## src/rtl/spim_pkg.sv

```systemverilog
`timescale 1ns/1ps
package spim_pkg;

    typedef enum logic [1:0] {
        ST_IDLE  = 2'd0,
        ST_LEAD  = 2'd1,
        ST_SHIFT = 2'd2,
        ST_TRAIL = 2'd3
    } spim_state_e;

    localparam logic [1:0] WA_DIV  = 2'd0;
    localparam logic [1:0] WA_CTRL = 2'd1;
    localparam logic [1:0] WA_DATA = 2'd2;
    localparam logic [1:0] RA_RX   = 2'd0;
    localparam logic [1:0] RA_STAT = 2'd1;

    localparam int WORD_W   = 32;
    localparam int CNTF_W   = 6;
    localparam int MASK_W   = 24;
    localparam int MAX_BITS = 32;

    // control word laid out MSB first: launch edge, capture edge, count, mask
    typedef struct packed {
        logic                launch_rise;
        logic                cap_fall;
        logic [CNTF_W-1:0]   count;
        logic [MASK_W-1:0]   mask;
    } spim_ctrl_t;

endpackage

```

## src/rtl/spim_regs.sv

```systemverilog
`timescale 1ns/1ps
module spim_regs
    import spim_pkg::*;
#(
    parameter int DIV_W     = 16,
    parameter int DIV_RESET = 4
) (
    input  logic              clk,
    input  logic              rst_n,
    input  logic              wr_en,
    input  logic [1:0]        wr_addr,
    input  logic [WORD_W-1:0] wr_data,
    input  logic [1:0]        rd_addr,
    output logic [WORD_W-1:0] rd_data,
    input  logic              busy,
    input  logic [WORD_W-1:0] rx_word,
    output logic [DIV_W-1:0]  div_q,
    output spim_ctrl_t        ctrl_q,
    output logic              start,
    output logic              overrun
);

    logic data_wr;

    assign data_wr = wr_en && (wr_addr == WA_DATA);
    assign start   = data_wr && !busy;

    always_ff @(posedge clk or negedge rst_n) begin
        if (!rst_n) begin
            div_q   <= DIV_W'(DIV_RESET);
            ctrl_q  <= '0;
            overrun <= 1'b0;
        end else begin
            if (wr_en && (wr_addr == WA_DIV)) begin
                div_q <= wr_data[DIV_W-1:0];
            end
            if (wr_en && (wr_addr == WA_CTRL)) begin
                ctrl_q <= spim_ctrl_t'(wr_data);
            end
            if (data_wr && busy) begin
                overrun <= 1'b1;
            end
        end
    end

    always_comb begin
        rd_data = '0;
        case (rd_addr)
            RA_RX:   rd_data = rx_word;
            RA_STAT: rd_data = {busy, {(WORD_W-2){1'b0}}, overrun};
            default: rd_data = '0;
        endcase
    end

endmodule

```

## src/rtl/spim_tick.sv

```systemverilog
`timescale 1ns/1ps
module spim_tick #(
    parameter int DIV_W = 16
) (
    input  logic             clk,
    input  logic             rst_n,
    input  logic             load,
    input  logic             run,
    input  logic [DIV_W-1:0] div,
    output logic             tick
);

    logic [DIV_W-1:0] cnt_q;
    logic [DIV_W-1:0] reload_q;

    always_ff @(posedge clk or negedge rst_n) begin
        if (!rst_n) begin
            cnt_q    <= '0;
            reload_q <= '0;
        end else if (load) begin
            cnt_q    <= div;
            reload_q <= div;
        end else if (run) begin
            if (cnt_q == '0) begin
                cnt_q <= reload_q;
            end else begin
                cnt_q <= cnt_q - 1'b1;
            end
        end
    end

    assign tick = run && (cnt_q == '0);

endmodule

```

## src/rtl/spim_fsm.sv

```systemverilog
`timescale 1ns/1ps
module spim_fsm
    import spim_pkg::*;
#(
    parameter int SS_W = 24
) (
    input  logic            clk,
    input  logic            rst_n,
    input  logic            start,
    input  spim_ctrl_t      ctrl_in,
    input  logic            tick,
    output spim_state_e     state,
    output logic            sclk,
    output logic [SS_W-1:0] ss_n,
    output logic            done,
    output logic            launch,
    output logic            capture
);

    localparam int EDGE_W = CNTF_W + 1;

    spim_state_e       state_nx;
    spim_ctrl_t        cfg_q;
    logic [EDGE_W-1:0] edge_cnt;
    logic [EDGE_W-1:0] edge_nx;
    logic [EDGE_W-1:0] edge_total;
    logic [CNTF_W-1:0] nbits;
    logic              edge_fire;
    logic              edge_rise;
    logic              edge_fall;
    logic              last_edge;

    assign nbits      = ((cfg_q.count == '0) || (cfg_q.count > CNTF_W'(MAX_BITS)))
                        ? CNTF_W'(MAX_BITS) : cfg_q.count;
    assign edge_total = {nbits, 1'b0};
    assign edge_nx    = edge_cnt + 1'b1;
    assign last_edge  = (edge_nx == edge_total);

    assign edge_fire = tick && ((state == ST_LEAD) || (state == ST_SHIFT));
    assign edge_rise = edge_fire && !sclk;
    assign edge_fall = edge_fire && sclk;

    // the first bit of a falling-edge launch is preloaded at start, so the
    // final falling edge launches nothing
    assign launch  = cfg_q.launch_rise ? edge_rise : (edge_fall && !last_edge);
    assign capture = cfg_q.cap_fall ? edge_fall : edge_rise;

    always_ff @(posedge clk or negedge rst_n) begin
        if (!rst_n) begin
            state <= ST_IDLE;
        end else begin
            state <= state_nx;
        end
    end

    always_comb begin
        state_nx = state;
        unique case (state)
            ST_IDLE:  if (start)                  state_nx = ST_LEAD;
            ST_LEAD:  if (tick)                   state_nx = ST_SHIFT;
            ST_SHIFT: if (tick && last_edge)      state_nx = ST_TRAIL;
            ST_TRAIL: if (tick)                   state_nx = ST_IDLE;
        endcase
    end

    always_ff @(posedge clk or negedge rst_n) begin
        if (!rst_n) begin
            cfg_q    <= '0;
            edge_cnt <= '0;
            sclk     <= 1'b0;
            ss_n     <= '1;
            done     <= 1'b0;
        end else begin
            done <= 1'b0;
            unique case (state)
                ST_IDLE: begin
                    if (start) begin
                        cfg_q    <= ctrl_in;
                        edge_cnt <= '0;
                        ss_n     <= ~ctrl_in.mask[SS_W-1:0];
                    end
                end
                ST_LEAD, ST_SHIFT: begin
                    if (edge_fire) begin
                        sclk     <= ~sclk;
                        edge_cnt <= edge_nx;
                    end
                end
                ST_TRAIL: begin
                    if (tick) begin
                        ss_n <= '1;
                        done <= 1'b1;
                    end
                end
            endcase
        end
    end

endmodule

```

## src/rtl/spim_shift.sv

```systemverilog
`timescale 1ns/1ps
module spim_shift
    import spim_pkg::*;
(
    input  logic              clk,
    input  logic              rst_n,
    input  logic              start,
    input  logic              preload,
    input  logic [WORD_W-1:0] tx_word,
    input  logic              launch,
    input  logic              capture,
    input  logic              miso,
    output logic              mosi,
    output logic [WORD_W-1:0] rx_word
);

    logic [WORD_W-1:0] tx_q;

    always_ff @(posedge clk or negedge rst_n) begin
        if (!rst_n) begin
            tx_q    <= '0;
            mosi    <= 1'b0;
            rx_word <= '0;
        end else if (start) begin
            rx_word <= '0;
            if (preload) begin
                mosi <= tx_word[WORD_W-1];
                tx_q <= {tx_word[WORD_W-2:0], 1'b0};
            end else begin
                tx_q <= tx_word;
            end
        end else begin
            if (launch) begin
                mosi <= tx_q[WORD_W-1];
                tx_q <= {tx_q[WORD_W-2:0], 1'b0};
            end
            if (capture) begin
                rx_word <= {rx_word[WORD_W-2:0], miso};
            end
        end
    end

endmodule

```

## src/rtl/spim_core.sv

```systemverilog
`timescale 1ns/1ps
module spim_core
    import spim_pkg::*;
#(
    parameter int SS_W      = 24,
    parameter int DIV_W     = 16,
    parameter int DIV_RESET = 4
) (
    input  logic             clk,
    input  logic             rst_n,
    input  logic             reg_wr,
    input  logic [1:0]       reg_waddr,
    input  logic [31:0]      reg_wdata,
    input  logic [1:0]       reg_raddr,
    output logic [31:0]      reg_rdata,
    output logic             sclk,
    output logic             mosi,
    input  logic             miso,
    output logic [SS_W-1:0]  ss_n,
    output logic             done
);

    spim_state_e       state;
    spim_ctrl_t        ctrl_q;
    logic [DIV_W-1:0]  div_q;
    logic [WORD_W-1:0] rx_word;
    logic              busy;
    logic              start;
    logic              overrun;
    logic              tick;
    logic              launch;
    logic              capture;

    assign busy = (state != ST_IDLE);

    spim_regs #(
        .DIV_W     (DIV_W),
        .DIV_RESET (DIV_RESET)
    ) i_regs (
        .clk     (clk),
        .rst_n   (rst_n),
        .wr_en   (reg_wr),
        .wr_addr (reg_waddr),
        .wr_data (reg_wdata),
        .rd_addr (reg_raddr),
        .rd_data (reg_rdata),
        .busy    (busy),
        .rx_word (rx_word),
        .div_q   (div_q),
        .ctrl_q  (ctrl_q),
        .start   (start),
        .overrun (overrun)
    );

    spim_tick #(
        .DIV_W (DIV_W)
    ) i_tick (
        .clk   (clk),
        .rst_n (rst_n),
        .load  (start),
        .run   (busy),
        .div   (div_q),
        .tick  (tick)
    );

    spim_fsm #(
        .SS_W (SS_W)
    ) i_fsm (
        .clk     (clk),
        .rst_n   (rst_n),
        .start   (start),
        .ctrl_in (ctrl_q),
        .tick    (tick),
        .state   (state),
        .sclk    (sclk),
        .ss_n    (ss_n),
        .done    (done),
        .launch  (launch),
        .capture (capture)
    );

    spim_shift i_shift (
        .clk     (clk),
        .rst_n   (rst_n),
        .start   (start),
        .preload (!ctrl_q.launch_rise),
        .tx_word (reg_wdata),
        .launch  (launch),
        .capture (capture),
        .miso    (miso),
        .mosi    (mosi),
        .rx_word (rx_word)
    );

endmodule

```

## config.mk

```make
export PLATFORM = sky130hd
export DESIGN_NAME = spim_core
export DESIGN_NICKNAME = d
export VERILOG_FILES = /design/src/rtl/spim_pkg.sv /design/src/rtl/spim_regs.sv /design/src/rtl/spim_tick.sv /design/src/rtl/spim_fsm.sv /design/src/rtl/spim_shift.sv /design/src/rtl/spim_core.sv
export SDC_FILE = /design/constraint.sdc
export NUM_CORES = 1
export LEC_CHECK = 0
export BUFFER_PORTS_ARGS = -buffer_cell sky130_fd_sc_hd__buf_2
export CORE_MARGIN = 10
export CORE_UTILIZATION = 55
export CTS_BUF_LIST = sky130_fd_sc_hd__clkbuf_4
export DETAILED_ROUTE_END_ITERATION = 12
export HOLD_SLACK_MARGIN = 0.03
export PLACE_DENSITY = 0.84
export SLEW_MARGIN = 10
export SYNTH_ARGS = -nofsm -noshare
export SYNTH_HDL_FRONTEND = slang
export SYNTH_SLANG_ARGS = --single-unit
```

## constraint.sdc

```tcl
create_clock -name clk -period 3.6 [get_ports clk]
set_input_delay 1.08 -clock clk [delete_from_list [all_inputs] [get_ports clk]]
set_output_delay 1.08 -clock clk [all_outputs]
set_load 0.1 [all_outputs]
```

After elaboration in Yosys (flattened, before gate mapping):

Cells that the tools add are included.

* $add $sub $neg: 2
* order comparisons: 1
* equal/unequal tests: 13
* multiplexer cells: 28
* bitwise logic cells: 2
* reductions and logical operators: 34

Operators by type and width (count)
* $mux W32: 5
* $pmux W32 S2: 1
* $mux W16: 3
* $mux W24: 2
* $pmux W24 S2: 1
* $not A24 Y24: 1
* $logic_not A16 Y1: 1
* $sub A16 B1 Y16 const B: 1
* $mux W7: 2
* $pmux W7 S2: 1
* $reduce_bool A2 Y1: 6
* $logic_and A1 B1 Y1: 11
* $mux W2: 4
* $ne A2 B1 Y1 const B: 4
* $pmux W2 S4: 1
* $add A7 B1 Y7 const B: 1
* $eq A7 B7 Y1: 1
* $mux W1: 7
* $eq A2 B1 Y1 const B: 3
* $eq A2 B2 Y1 const B: 3
* $gt A6 B6 Y1 const B: 1
* $logic_not A2 Y1: 3
* $logic_not A6 Y1: 1
* $mux W6: 1
* other kinds (8): 15

* register bits after elaboration: 189
* bits of input ports: 40
* output and inout bits: 59
* word-level logic and storage cells: 99

Logic depth before layout (Yosys ltp):

Gate-level depths: netlist of the first run.

* word-level depth: 9
* depth in mapped cells: 10
* depth with buffers taken out: 9

By module:

A second synthesis of the first run with hierarchy kept.

* cell total of the unflattened synthesis: 777
* area, all modules: 9345.2 um^2

By module, submodules not included
* spim_shift: instances 1, cells each 247, area each 3265.6 um^2, seq. area each 1626.6 um^2
* spim_fsm: instances 1, cells each 205, area each 2158.3 um^2, seq. area each 1106.1 um^2
* spim_regs: instances 1, cells each 144, area each 2084.5 um^2, seq. area each 1227.4 um^2
* spim_tick: instances 1, cells each 179, area each 1826.8 um^2, seq. area each 800.8 um^2
* spim_core: instances 1, cells each 2, area each 10.0 um^2, seq. area each 0.0 um^2

Worst setup path before layout of the first run:

OpenSTA, ideal clock, no wires.

* path type: register to output
* from: reg i_fsm.state[0]
* to: out reg_rdata[31]
* data arrival time: 2.539 ns
* required time: 2.520 ns
* path slack: -0.019 ns
* stages on the path, launching flop included: 8
* buffers on the path: 2
* cells stage by stage: dfrtp_1 > inv_1 > ha_1 > clkbuf_1 > inv_1 > clkbuf_1 > mux2i_1 > nor2_1

* cells in the longest elaborated chain, start to end: 2

RTL lines
* start: declaration: RTL line spim_fsm.sv:12 `output spim_state_e state,`
* start signal: assignment: RTL line spim_fsm.sv:52 `state <= state_nx;`
* $reduce_bool A2 Y1: RTL line spim_core.sv:34 `assign busy = (state != ST_IDLE);`
* $pmux W32 S2: RTL line spim_regs.sv:48 `case (rd_addr)`
* end: declaration: RTL line spim_core.sv:15 `output logic [31:0] reg_rdata,`

No other way between the ends.

Worst setup path after layout of the first run:

Ends and elaborated chain as after synthesis.

==> metrics.md, run 1 <==
| Metric | Value |
|---|---|
| Worst Skew | `0.0207 ns` |
| Worst hold path class | `input pin to async pin` |
| Post-synth EDFFs | `0` |
| Slowest-stage cell, CP | `dfrtp_1` |
| Avg WL per Cell | `about 17 µm` |
| Synth Cell Area | `0.00931 mm²` |
| IO buf count | `slightly below 100` |
| Main synth FF type | `dfrtp_1` |
| Io pins | `99` |
| Global Route Usage Sum | `19.3%` |
| CTS max path bufs | `2` |
| CTS root buffer | `clkbuf_4` |
| Crit path time final | `3.29 ns` |
| Max-slew violations | `0` |
| Hold Slack | `approximately 0.48 ns` |
| Crit path required time | `around 2.5 ns` |
| Ordered list of cells on the worst path | `inv_1 > ha_1 > inv_1 > mux2i_1 > nor2_2 > buf_2` |
| Core Util, Final | `65.3%` |
| Internal | `4510 µW` |
| Vias | `6896` |
| Seq/Total Area, Yosys | `51.1%` |
| Max Freq | `304 MHz` |
| TritonCTS clock tree | `done` |
| Area grow syn2layout | `16.3%` |
| Synth Warn # | `0` |
| Max VDD drop | `578 µV` |
| Power Total | `8090 µW` |
| Vias in the first global route | `6968` |
| Sequential power share | `41.9%` |
| CP Max Fanout | `12` |
| Num CTS Buffers | `17` |
| Dpl cell area | `roughly 0.011 mm²` |
| Row cnt | `47` |
| RSZ-0062 raised after global routing | `false` |
| Die height | `roughly 150 µm` |
| Met1 wire length | `9290 µm` |
| Number of synthesized register bits | `189` |
| Layout Cell Area excl Fill | `0.0108 mm²` |
| Post-DP HPWL | `14800 µm` |
| TNS Setup | `0 ns` |
| Setup Fix Bufs, Post-CTS | `0` |
| Met3 WL | `1250 µm` |
| Critical Path AT | `2.21 ns` |
| Max-cap violations | `0` |
| DRT Pass-1 Iters | `5` |
| Routability cong. | `0.816` |
| Pwr Density | `between 700 and 800 mW/mm²` |
| Initial antenna violation count | `1` |
| Max Used Layer | `met4` |
| TritonCTS sink count | `189` |
| CP dominant cell by count | `inv_1` |
| Number of library cell types mapped by synthesis | `52` |
| Combinational share of power | `between 40% and 50%` |
| Hold buffers post-CTS | `0` |
| Share of post-route cells with drive strength above 1 | `~27%` |
| Syn Inst Count | `928` |
| Critical path class | `register to primary output` |
| Sw Pwr | `3580 µW` |
| Tcrit/Tclk final | `about nine tenths` |
| Nets@finish | `~1100` |
| Number of H-tree levels | `4` |
| DR vias/cell | `5.56` |
| Worst slew margin | `32.0%` |
| Die width | `150 µm` |
| Post_cts resized | `0` |
| Switching Fraction | `around 44%` |
| Status | `complete, no violations` |
| Initial drt markers | `482` |
| Final setup viols | `0` |
| Syn Area/Cell | `roughly 10 µm²` |
| Syn nets | `around 980` |
| Pin count of the biggest net entering global routing | `70` |
| Fillcell total | `roughly 1300` |
| Starting Density | `between 50% and 60%` |
| Global-route wire length before repair | `35200 µm` |
| Remaining antenna violation count after routing | `0` |
| Residual DRC count | `0` |
| CP max stage delay | `0.44 ns` |
| Clk slew on worst S/H paths | `roughly 0.15 ns` |
| Setup crit end kind | `primary output` |
| Buffer and inverter count on the worst path | `3` |
| Total Wirelength | `21200 µm` |
| WL met2 | `10400 µm` |
| Core area | `around 0.017 mm²` |
| Tightest Pin Transition | `just over 1 ns` |
| Clk_lat worst skew | `0.57 ns` |
| Total Die Area | `0.0225 mm²` |
| Clock Power Share | `between 10% and 20%` |
| Final Hold Viols | `0` |
| Family with the most delay on the worst path | `buffers and inverters` |
| GR Overflow Total | `0` |
| Post-synth ARST share | `100%` |
| Worst setup SP type | `register` |
| Pleak | `0.00491 µW` |
-- synthesized netlist by cell type (2+ instances only) --
library cell / count / area share [%]
dfrtp_1: 164 / 44
a21o_1: 3 / 0.24
xor2_1: 4 / 0.38
o22a_1: 2 / 0.19
nor2b_1: 25 / 1.7
ha_1: 7 / 0.94
a211oi_1: 11 / 0.89
or3_1: 7 / 0.47
xnor2_1: 15 / 1.4
nor4_1: 5 / 0.34
buf_6: 3 / 0.36
nand3_1: 4 / 0.22
nor3_1: 6 / 0.32
a21oi_1: 18 / 0.97
mux2_2: 54 / 6.5
mux2i_1: 39 / 4.2
clkbuf_1: 50 / 2.0
o22ai_1: 3 / 0.20
o21ai_0: 98 / 5.3
nor2_1: 30 / 1.2
nand2b_1: 3 / 0.20
a31oi_1: 12 / 0.81
o211ai_1: 3 / 0.24
a311oi_1: 4 / 0.38
and3_1: 4 / 0.27
nand2_1: 230 / 9.3
mux2_4: 28 / 4.5
buf_2: 6 / 0.32
and2_1: 31 / 2.1
nand3b_1: 4 / 0.32
buf_1: 3 / 0.12
dfstp_2: 25 / 7.1
inv_1: 8 / 0.32
-- flip-flops by register name, indices dropped and copies added (netlist names) --
signal,count
i_fsm.edge_cnt,7
i_fsm.sclk,1
i_shift.rx_word,32
i_regs.overrun,1
i_regs.ctrl_q,32
i_fsm.cfg_q,8
i_shift.mosi,1
i_tick.cnt_q,16
i_fsm.state,2
i_fsm.ss_n,24
i_regs.div_q,16
i_shift.tx_q,32
i_fsm.done,1
i_tick.reload_q,16
-- cell families (layout without fill, tap and decap cells) --
logic type | after synthesis | after routing | synth area share (%)
simple gates | 359 | 359 | 17.5
flops | 189 | 189 | 51.1
compound gates | 162 | 162 | 10.1
mux | 121 | 121 | 15.2
buf+inv | 70 | 162 | 3.15
xor+xnor | 20 | 20 | 1.96
fa+ha+maj | 7 | 7 | 0.941
other cells | 0 | 1 | 0
-- cell type report --
cell class	count	area, µm²	area share, %
antenna	1	2.50	0.0231
clock buffer	21	158	1.46
clock inverter	11	145	1.34
inverter	8	30.0	0.277
multi-input combinational	669	4300	39.7
sequential	189	4760	44.0
tap	220	275	2.54
timing repair buffer	122	1150	10.7
-- worst paths after layout --
| path | slack, ns | end | start | cells past startpoint |
|---|---|---|---|---|
| setup / recovery | 0.31 | reg_rdata[31] | i_fsm.state[0] | 6 |
| setup reg to reg | 0.55 | i_shift.tx_q[31] | i_tick.cnt_q[7] | 9 |
| max in group asynchronous | 2.30 | i_fsm.ss_n[11] | rst_n | 2 |
| hold reg to reg | 0.48 | i_fsm.cfg_q[29] | i_regs.ctrl_q[29] | 2 |
| hold / removal | 0.48 | i_shift.tx_q[25] | rst_n | 1 |
| min in group clk | 0.48 | i_fsm.cfg_q[29] | i_regs.ctrl_q[29] | 2 |
-- power by group through the flow --
stage | registers [µW] | clock network [µW] | logic, µW
2_1_floorplan | 4360 | 0 | 1770
3_3_place_gp | 3390 | 0 | 3370
3_5_place_dp | 3420 | 0 | 3500
4_1_cts | 3390 | 1250 | 3500
5_1_grt | 3480 | 1330 | 3780
6_report | 3390 | 1230 | 3470
-- metrics by stage --
step                setup slack [ns]  std cells
floorplan                     0.0833        928
global placement               0.597       1208
detailed placement             0.539       1208
CTS                            0.263       1240
global route                   0.138       1241
finish                         0.311       1241
-- per-layer routing --
metal | up-vias | global-route usage [%]
met5 | - | 0
met3 | 23 | 5.22
met4 | 0 | 5.69
met1 | 3385 | 25.1
li1 | 3296 | -
met2 | 192 | 31.2
-- placed cells by master (no fill, tap or decap), types with 15 or more instances in the layout --
cell type and n:
dfrtp_1 163, nand2_1 229, buf_4 22, mux2_2 54, dfstp_2 25, nor2b_1 25
buf_2 67, xnor2_1 15, buf_12 32, mux2i_1 39, mux2_4 28, o21ai_0 98
nor2_1 28, clkbuf_4 21, and2_1 31, a21oi_1 17
(Power assumes the default switching activity.)
==> run 2: changes to the inputs <==
--- a/config.mk
+++ b/config.mk
@@ -5,6 +5,7 @@
 export SDC_FILE = /design/constraint.sdc
 export NUM_CORES = 1
 export LEC_CHECK = 0
+export ABC_AREA = 1
 export BUFFER_PORTS_ARGS = -buffer_cell sky130_fd_sc_hd__buf_2
 export CORE_MARGIN = 10
 export CORE_UTILIZATION = 55
==> metrics.md, run 2 <==
| Metric | Value |
|---|---|
| Status | `complete, no violations (unchanged)` |
| Met1 wire length | `9610 µm (was 9290 µm)` |
| Nets@finish | `1252 (was 1054)` |
| Vias | `7909 (was 6896)` |
| Crit path time final | `3.35 ns (was 3.29 ns)` |
| TritonCTS clock tree | `done (unchanged)` |
| Syn nets | `1181 (was 975)` |
| Number of library cell types mapped by synthesis | `39 (was 52)` |
| Count leader, synth | `nand2_1 (unchanged)` |
| Initial drt markers | `736 (was 482)` |
| Worst setup SP type | `input pin (was register)` |
| Commonest non-fill, non-tap cell in the layout | `nand2_1 (unchanged)` |
| Pin count of the biggest net entering global routing | `65 (was 70)` |
| GR Overflow Total | `0 (unchanged)` |
| Routability cong. | `0.865 (was 0.816)` |
| Row cnt | `47 (unchanged)` |
| Total Die Area | `0.0223 mm² (was 0.0225 mm²)` |
| R2R cell count | `13 (was 9)` |
| Switching Fraction | `46.6% (was 44.2%)` |
| Setup Fix Bufs, Post-CTS | `0 (unchanged)` |
| Worst hold path class | `input pin to async pin (unchanged)` |
| Die width | `149 µm (was 150 µm)` |
| Internal | `4410 µW (was 4510 µW)` |
| Met3 WL | `1360 µm (was 1250 µm)` |
| Hold Slack | `0.452 ns (was 0.476 ns)` |
| Num CTS Buffers | `17 (unchanged)` |
| DRT Pass-1 Iters | `5 (unchanged)` |
| R2R setup slack | `0.79 ns (was 0.55 ns)` |
| Post-synth EDFFs | `0 (unchanged)` |
| Number of synthesized register bits | `189 (unchanged)` |
| Critical path class | `input pin to primary output (was register to primary output)` |
| CTS root buffer | `clkbuf_4 (unchanged)` |
| Slowest-stage cell, CP | `or2_2 (was dfrtp_1)` |
| Combinational share of power | `44.6% (was 43.0%)` |
| Crit path required time | `2.52 ns (about the same)` |
| Max-slew violations | `0 (unchanged)` |
| Final WS setup | `0.253 ns (was 0.311 ns)` |
| Sw Pwr | `3840 µW (was 3580 µW)` |
| CP max stage delay | `0.53 ns (was 0.44 ns)` |
| Die height | `149 µm (was 150 µm)` |
| TritonCTS sink count | `189 (unchanged)` |
| Max Used Layer | `met4 (unchanged)` |
| WL met2 | `10900 µm (was 10400 µm)` |
| Synth Cell Area | `0.00921 mm² (was 0.00931 mm²)` |
| Post_cts resized | `0 (unchanged)` |
| Hold buffers post-CTS | `0 (unchanged)` |
| Power Total | `8250 µW (was 8090 µW)` |
| Clk slew on worst S/H paths | `0.17 ns (was 0.15 ns)` |
| Syn Area/Cell | `8.12 µm² (was 10.0 µm²)` |
| Layout Cell Area excl Fill | `0.0107 mm² (was 0.0108 mm²)` |
| Residual DRC count | `0 (unchanged)` |
| Synth Warn # | `0 (unchanged)` |
| Number of H-tree levels | `4 (unchanged)` |
| Tightest Pin Transition | `0.922 ns (was 1.02 ns)` |
| Avg WL per Cell | `15.5 µm (was 17.1 µm)` |
| Global-route wire length before repair | `37700 µm (was 35200 µm)` |
| Critical Path AT | `2.27 ns (was 2.21 ns)` |
| Setup crit end kind | `primary output (unchanged)` |
| IO buf count | `98 (unchanged)` |
| Starting Density | `55.9% (was 56.1%)` |
| Largest regs | `i_regs.ctrl_q (32), i_shift.rx_word (32), i_shift.tx_q (32) (unchanged)` |
| Synth area leader | `dfrtp_1 (unchanged)` |
| Share of the synthesized area in the top cell type | `44.6% (was 44.1%)` |
| Remaining antenna violation count after routing | `0 (unchanged)` |
| Dpl cell area | `0.0103 mm² (was 0.0105 mm²)` |
| Global Route Usage Sum | `20.4% (was 19.3%)` |
| DR vias/cell | `5.50 (was 5.56)` |
| # placed instances | `1406 (was 1208)` |
| Max VDD drop | `756 µV (was 578 µV)` |
| Core area | `0.0165 mm² (was 0.0166 mm²)` |
| Share of post-route cells with drive strength above 1 | `15.8% (was 27.0%)` |
| Most frequent cells in the layout | `nand2_1, dfrtp_1, inv_1 (was nand2_1, dfrtp_1, o21ai_0)` |
| Max-cap violations | `0 (unchanged)` |
| CTS max path bufs | `2 (unchanged)` |
| Family with the most delay on the worst path | `simple AND/OR/NAND/NOR gates (was buffers and inverters)` |
| Final Hold Viols | `0 (unchanged)` |
| Post-synth ARST share | `100% (unchanged)` |
| Syn Inst Count | `1134 (was 928)` |
| Sequential power share | `39.0% (was 41.9%)` |
| Ordered list of cells on the worst path | `buf_2 > or2_2 > o22ai_1 > buf_12 (was inv_1 > ha_1 > inv_1 > mux2i_1 > nor2_2 > buf_2)` |
| Final setup viols | `0 (unchanged)` |
| Post-DP HPWL | `15000 µm (was 14800 µm)` |
| Buffer and inverter count on the worst path | `2 (was 3)` |
| Io pins | `99 (unchanged)` |
| Seq/Total Area, Yosys | `51.7% (was 51.1%)` |
| Initial antenna violation count | `1 (unchanged)` |
| Reg-to-reg critical path endpoint | `i_shift.rx_word[31] (was i_shift.tx_q[31])` |
| Max Freq | `299 MHz (was 304 MHz)` |
| Clk_lat worst skew | `0.59 ns (was 0.57 ns)` |
| Area grow syn2layout | `16.1% (was 16.3%)` |
| Area contributors post-synth | `dfrtp_1, nand2_1, dfstp_2 (unchanged)` |
| Clock Power Share | `16.3% (was 15.2%)` |
| Vias in the first global route | `7687 (was 6968)` |
| Worst R2R Start | `i_tick.cnt_q[0] (was i_tick.cnt_q[7])` |
| Fillcell total | `1315 (was 1279)` |
| Worst Skew | `0.0229 ns (was 0.0207 ns)` |
| Pleak | `0.00530 µW (was 0.00491 µW)` |
| Post-synth top cells | `nand2_1, dfrtp_1, inv_1 (was nand2_1, dfrtp_1, o21ai_0)` |
| Filler-free cell count of the finished design | `1439 (was 1241)` |
| Worst slew margin | `38.4% (was 32.0%)` |
| RSZ-0062 raised after global routing | `false (unchanged)` |
| Tcrit/Tclk final | `93.0% (was 91.4%)` |
| CP Max Fanout | `32 (was 12)` |
| Main synth FF type | `dfrtp_1 (unchanged)` |
| Total Wirelength | `22400 µm (was 21200 µm)` |
| DP Worst Slack | `0.249 ns (was 0.539 ns)` |
| Pwr Density | `772 mW/mm² (was 747 mW/mm²)` |
run 2: per-layer routing:
metal,GRT usage (%),vias up
li1,-,3803
met3,4.10,45
met1,27.3,3764
met4,7.90,0
met2,32.1,297
met5,0,-
run 2: per-stage QoR:
step                utilization [%]  setup TNS [ns]
floorplan                         -          -12.79
global placement               62.8               0
detailed placement             62.8               0
CTS                            64.9               0
global route                   64.9               0
finish                         64.9               0
run 2: cells by family after synthesis:
family | count (synthesis) | share of synthesized area [%]
AND/OR/NAND/NOR | 578 | 26.8
flip-flops | 189 | 51.7
XOR/XNOR | 7 | 0.666
buffers and inverters | 167 | 7.35
adder cells (fa/ha/maj) | 7 | 0.951
AO/OA/AOI/OAI | 186 | 12.5
run 2: cell type report:
class | instances | area [µm²] | area share [%]
tap | 220 | 275 | 2.58
clock buffer | 17 | 128 | 1.19
timing repair buffer | 115 | 1130 | 10.6
clock inverter | 15 | 211 | 1.98
inverter | 104 | 390 | 3.65
antenna | 1 | 2.50 | 0.0234
sequential | 189 | 4760 | 44.5
multi-input combinational | 778 | 3790 | 35.5
run 2: power by group through the flow:
stage	registers (µW)	clock network [µW]	logic, µW
after detailed placement	3250	0	3670
after global placement	3230	0	3590
after CTS	3210	1360	3700
after global routing	3300	1450	4020
after floorplan	4290	0	1930
final	3220	1350	3680
run 2: worst max-delay path by stage:
stage,from,endpoint,depth (start not counted)
6_report,reg_raddr[0],reg_rdata[31],4
5_1_grt,reg_raddr[0],reg_rdata[31],4
4_1_cts,reg_raddr[0],reg_rdata[0],4
3_5_place_dp,reg_raddr[0],reg_rdata[0],4
3_3_place_gp,reg_raddr[0],reg_rdata[31],4
2_1_floorplan,reg_raddr[0],reg_rdata[0],3
==> run 3: changes to the inputs <==
--- a/config.mk
+++ b/config.mk
@@ -16,4 +16,5 @@
 export SLEW_MARGIN = 10
 export SYNTH_ARGS = -nofsm -noshare
 export SYNTH_HDL_FRONTEND = slang
+export SYNTH_HIERARCHICAL = 1
 export SYNTH_SLANG_ARGS = --single-unit
==> metrics.md, run 3 <==
| Metric | Value |
|---|---|
| Io pins | `99 (unchanged)` |
| Number of H-tree levels | `4 (unchanged)` |
| Syn nets | `1205 (was 1181)` |
| CP Max Fanout | `30 (was 32)` |
| Residual DRC count | `0 (unchanged)` |
| Power Total | `8200 µW (was 8250 µW)` |
| Max-slew violations | `0 (unchanged)` |
| Avg WL per Cell | `15.9 µm (was 15.5 µm)` |
| Synth Cell Area | `0.00944 mm² (was 0.00921 mm²)` |
| Share of post-route cells with drive strength above 1 | `17.9% (was 15.8%)` |
| Worst Skew | `0.0233 ns (was 0.0229 ns)` |
| Vias in the first global route | `7831 (was 7687)` |
| Num CTS Buffers | `17 (unchanged)` |
| Final Hold Viols | `0 (unchanged)` |
| Post-synth EDFFs | `0 (unchanged)` |
| Max Freq | `321 MHz (was 299 MHz)` |
| DP Worst Slack | `0.473 ns (was 0.249 ns)` |
| Crit. Startpoint | `reg_raddr[1] (was reg_raddr[0])` |
| Crit path time final | `3.12 ns (was 3.35 ns)` |
| Dpl cell area | `0.0105 mm² (was 0.0103 mm²)` |
| Initial drt markers | `772 (was 736)` |
| R2R cell count | `15 (was 13)` |
| Clk_lat worst skew | `0.61 ns (was 0.59 ns)` |
| Count leader, synth | `nand2_1 (unchanged)` |
| Worst slew margin | `29.1% (was 38.4%)` |
| Routability cong. | `0.882 (was 0.865)` |
| Clk slew on worst S/H paths | `0.16 ns (was 0.17 ns)` |
| GR Overflow Total | `0 (unchanged)` |
| Area grow syn2layout | `14.7% (was 16.1%)` |
| TritonCTS clock tree | `done (unchanged)` |
| Post-synth ARST share | `100% (unchanged)` |
| Layout Cell Area excl Fill | `0.0108 mm² (was 0.0107 mm²)` |
| R2R setup slack | `0.85 ns (was 0.79 ns)` |
| Critical Path AT | `2.04 ns (was 2.27 ns)` |
| Setup Fix Bufs, Post-CTS | `0 (unchanged)` |
| Main synth FF type | `dfrtp_1 (unchanged)` |
| Die width | `151 µm (was 149 µm)` |
| Hold buffers post-CTS | `0 (unchanged)` |
| Post-DP HPWL | `16600 µm (was 15000 µm)` |
| Initial antenna violation count | `2 (was 1)` |
| Synth Warn # | `6 (was 0)` |
| Core area | `0.0167 mm² (was 0.0165 mm²)` |
| Fillcell total | `1306 (was 1315)` |
| Critical path class | `input pin to primary output (unchanged)` |
| Crit path required time | `2.52 ns (about the same)` |
| IO buf count | `98 (unchanged)` |
| Final setup viols | `0 (unchanged)` |
| Largest regs | `i_regs/ctrl_q (32), i_shift/rx_word (32), i_shift/tx_q (32) (was i_regs.ctrl_q (32), i_shift.rx_word (32), i_shift.tx_q (32))` |
| Pwr Density | `757 mW/mm² (was 772 mW/mm²)` |
| Number of library cell types mapped by synthesis | `39 (unchanged)` |
| Worst R2R Start | `i_tick/cnt_q[0] (was i_tick.cnt_q[0])` |
| Syn Area/Cell | `8.16 µm² (was 8.12 µm²)` |
| Global-route wire length before repair | `38200 µm (was 37700 µm)` |
| Max-cap violations | `0 (unchanged)` |
| Reg-to-reg critical path endpoint | `i_shift/tx_q[10] (was i_shift.rx_word[31])` |
| Pin count of the biggest net entering global routing | `66 (was 65)` |
| Post-synth top cells | `nand2_1, dfrtp_1, nand3_1 (was nand2_1, dfrtp_1, inv_1)` |
| Starting Density | `56.5% (was 55.9%)` |
| Nets@finish | `1285 (was 1252)` |
| Setup crit end kind | `primary output (unchanged)` |
| Global Route Usage Sum | `20.7% (was 20.4%)` |
| CTS root buffer | `clkbuf_4 (unchanged)` |
| Number of synthesized register bits | `189 (unchanged)` |
| Share of the synthesized area in the top cell type | `43.5% (was 44.6%)` |
| Worst setup SP type | `input pin (unchanged)` |
| Remaining antenna violation count after routing | `0 (unchanged)` |
| Most frequent cells in the layout | `nand2_1, dfrtp_1, nand3_1 (was nand2_1, dfrtp_1, inv_1)` |
| Max VDD drop | `676 µV (was 756 µV)` |
| TritonCTS sink count | `189 (unchanged)` |
| Total Die Area | `0.0228 mm² (was 0.0223 mm²)` |
| Seq/Total Area, Yosys | `50.4% (was 51.7%)` |
| CTS max path bufs | `2 (unchanged)` |
| DRT Pass-1 Iters | `5 (unchanged)` |
| TNS Setup | `0 ns (unchanged)` |
| Post_cts resized | `0 (unchanged)` |
| DR vias/cell | `5.59 (was 5.50)` |
| Die height | `151 µm (was 149 µm)` |
| Vias | `8228 (was 7909)` |
| Worst Setup EP | `reg_rdata[25] (was reg_rdata[31])` |
| Commonest non-fill, non-tap cell in the layout | `nand2_1 (unchanged)` |
| Final WS setup | `0.480 ns (was 0.253 ns)` |
| Synth area leader | `dfrtp_1 (unchanged)` |
| Tightest Pin Transition | `1.06 ns (was 0.922 ns)` |
| Area contributors post-synth | `dfrtp_1, nand2_1, dfstp_2 (unchanged)` |
| Row cnt | `47 (unchanged)` |
| Pleak | `0.00534 µW (was 0.00530 µW)` |
| RSZ-0062 raised after global routing | `false (unchanged)` |
| Syn Inst Count | `1157 (was 1134)` |
| Tcrit/Tclk final | `86.7% (was 93.0%)` |
| Status | `complete, no violations (unchanged)` |
| Total Wirelength | `23400 µm (was 22400 µm)` |
| Worst hold path class | `input pin to async pin (unchanged)` |
## run 3: cell types whose count changed in the layout (fill, tap and decap cells not counted), moves of 24 or more
| cell | change |
|---|---|
| nand3b_1 | -34 |
| o21a_1 | +24 |
| o221ai_1 | -31 |
| nand4_1 | +72 |
| a21o_1 | -24 |
| o21ai_0 | -48 |
| nand3_1 | +56 |
## run 3: how the worst min path moves through the flow
stage	from	endpoint	slack, ns	cells past startpoint
6_report	rst_n	i_fsm/done	0.45	1
5_1_grt	rst_n	i_fsm/done	0.45	1
4_1_cts	rst_n	i_fsm/cfg_q[26]	0.42	1
3_5_place_dp	i_tick/reload_q[13]	i_tick/reload_q[13]	0.46	2
3_3_place_gp	i_tick/reload_q[13]	i_tick/reload_q[13]	0.45	2
2_1_floorplan	i_regs/overrun	i_regs/overrun	0.43	2
## run 3: routing by layer
layer	global-route usage, %	vias up	routed length (µm)
li1	-	3897	-
met1	26.6	3966	9830
met2	32.8	304	11400
met3	4.30	59	1400
met4	9.87	2	754
met5	0	-	7
## run 3: cells by family after synthesis
logic type	after synthesis	synth area share [%]
compound gates	88	5.92
xor+xnor	6	0.557
fa+ha+maj	8	1.06
buf+inv	169	8.19
flops	189	50.4
mux	5	0.596
simple gates	692	33.3
## run 3: power breakdown
part / internal [µW] / switching, µW / leakage [µW]
registers: 2860 / 473 / 0.00237
clock network: 336 / 854 / 0.000160
logic: 1020 / 2650 / 0.00281
total: 4220 / 3980 / 0.00534
## run 3: layout make-up
class / count / area (µm²) / area share [%]
Sequential cell: 189 / 4760 / 43.9
Multi-Input combinational cell: 799 / 3930 / 36.3
Timing Repair Buffer: 118 / 1140 / 10.5
Inverter: 112 / 423 / 3.90
Tap cell: 220 / 275 / 2.54
Clock inverter: 15 / 178 / 1.64
Clock buffer: 17 / 128 / 1.18
Antenna cell: 1 / 2.50 / 0.0231
## run 3: per-stage QoR
stage | hold slack, ns | util, % | std cells
floorplan | 0.434 | - | 1157
global placement | 0.451 | 63.0 | 1438
detailed placement | 0.457 | 63.0 | 1438
CTS | 0.425 | 64.9 | 1470
global route | 0.451 | 64.9 | 1471
finish | 0.447 | 64.9 | 1471
## run 3: critical path, cell delays in order
cell	delay, ns
buf_2	0.10
inv_1	0.12
nand2_1	0.07
buf_4	0.22
nor2_1	0.23
buf_12	0.22
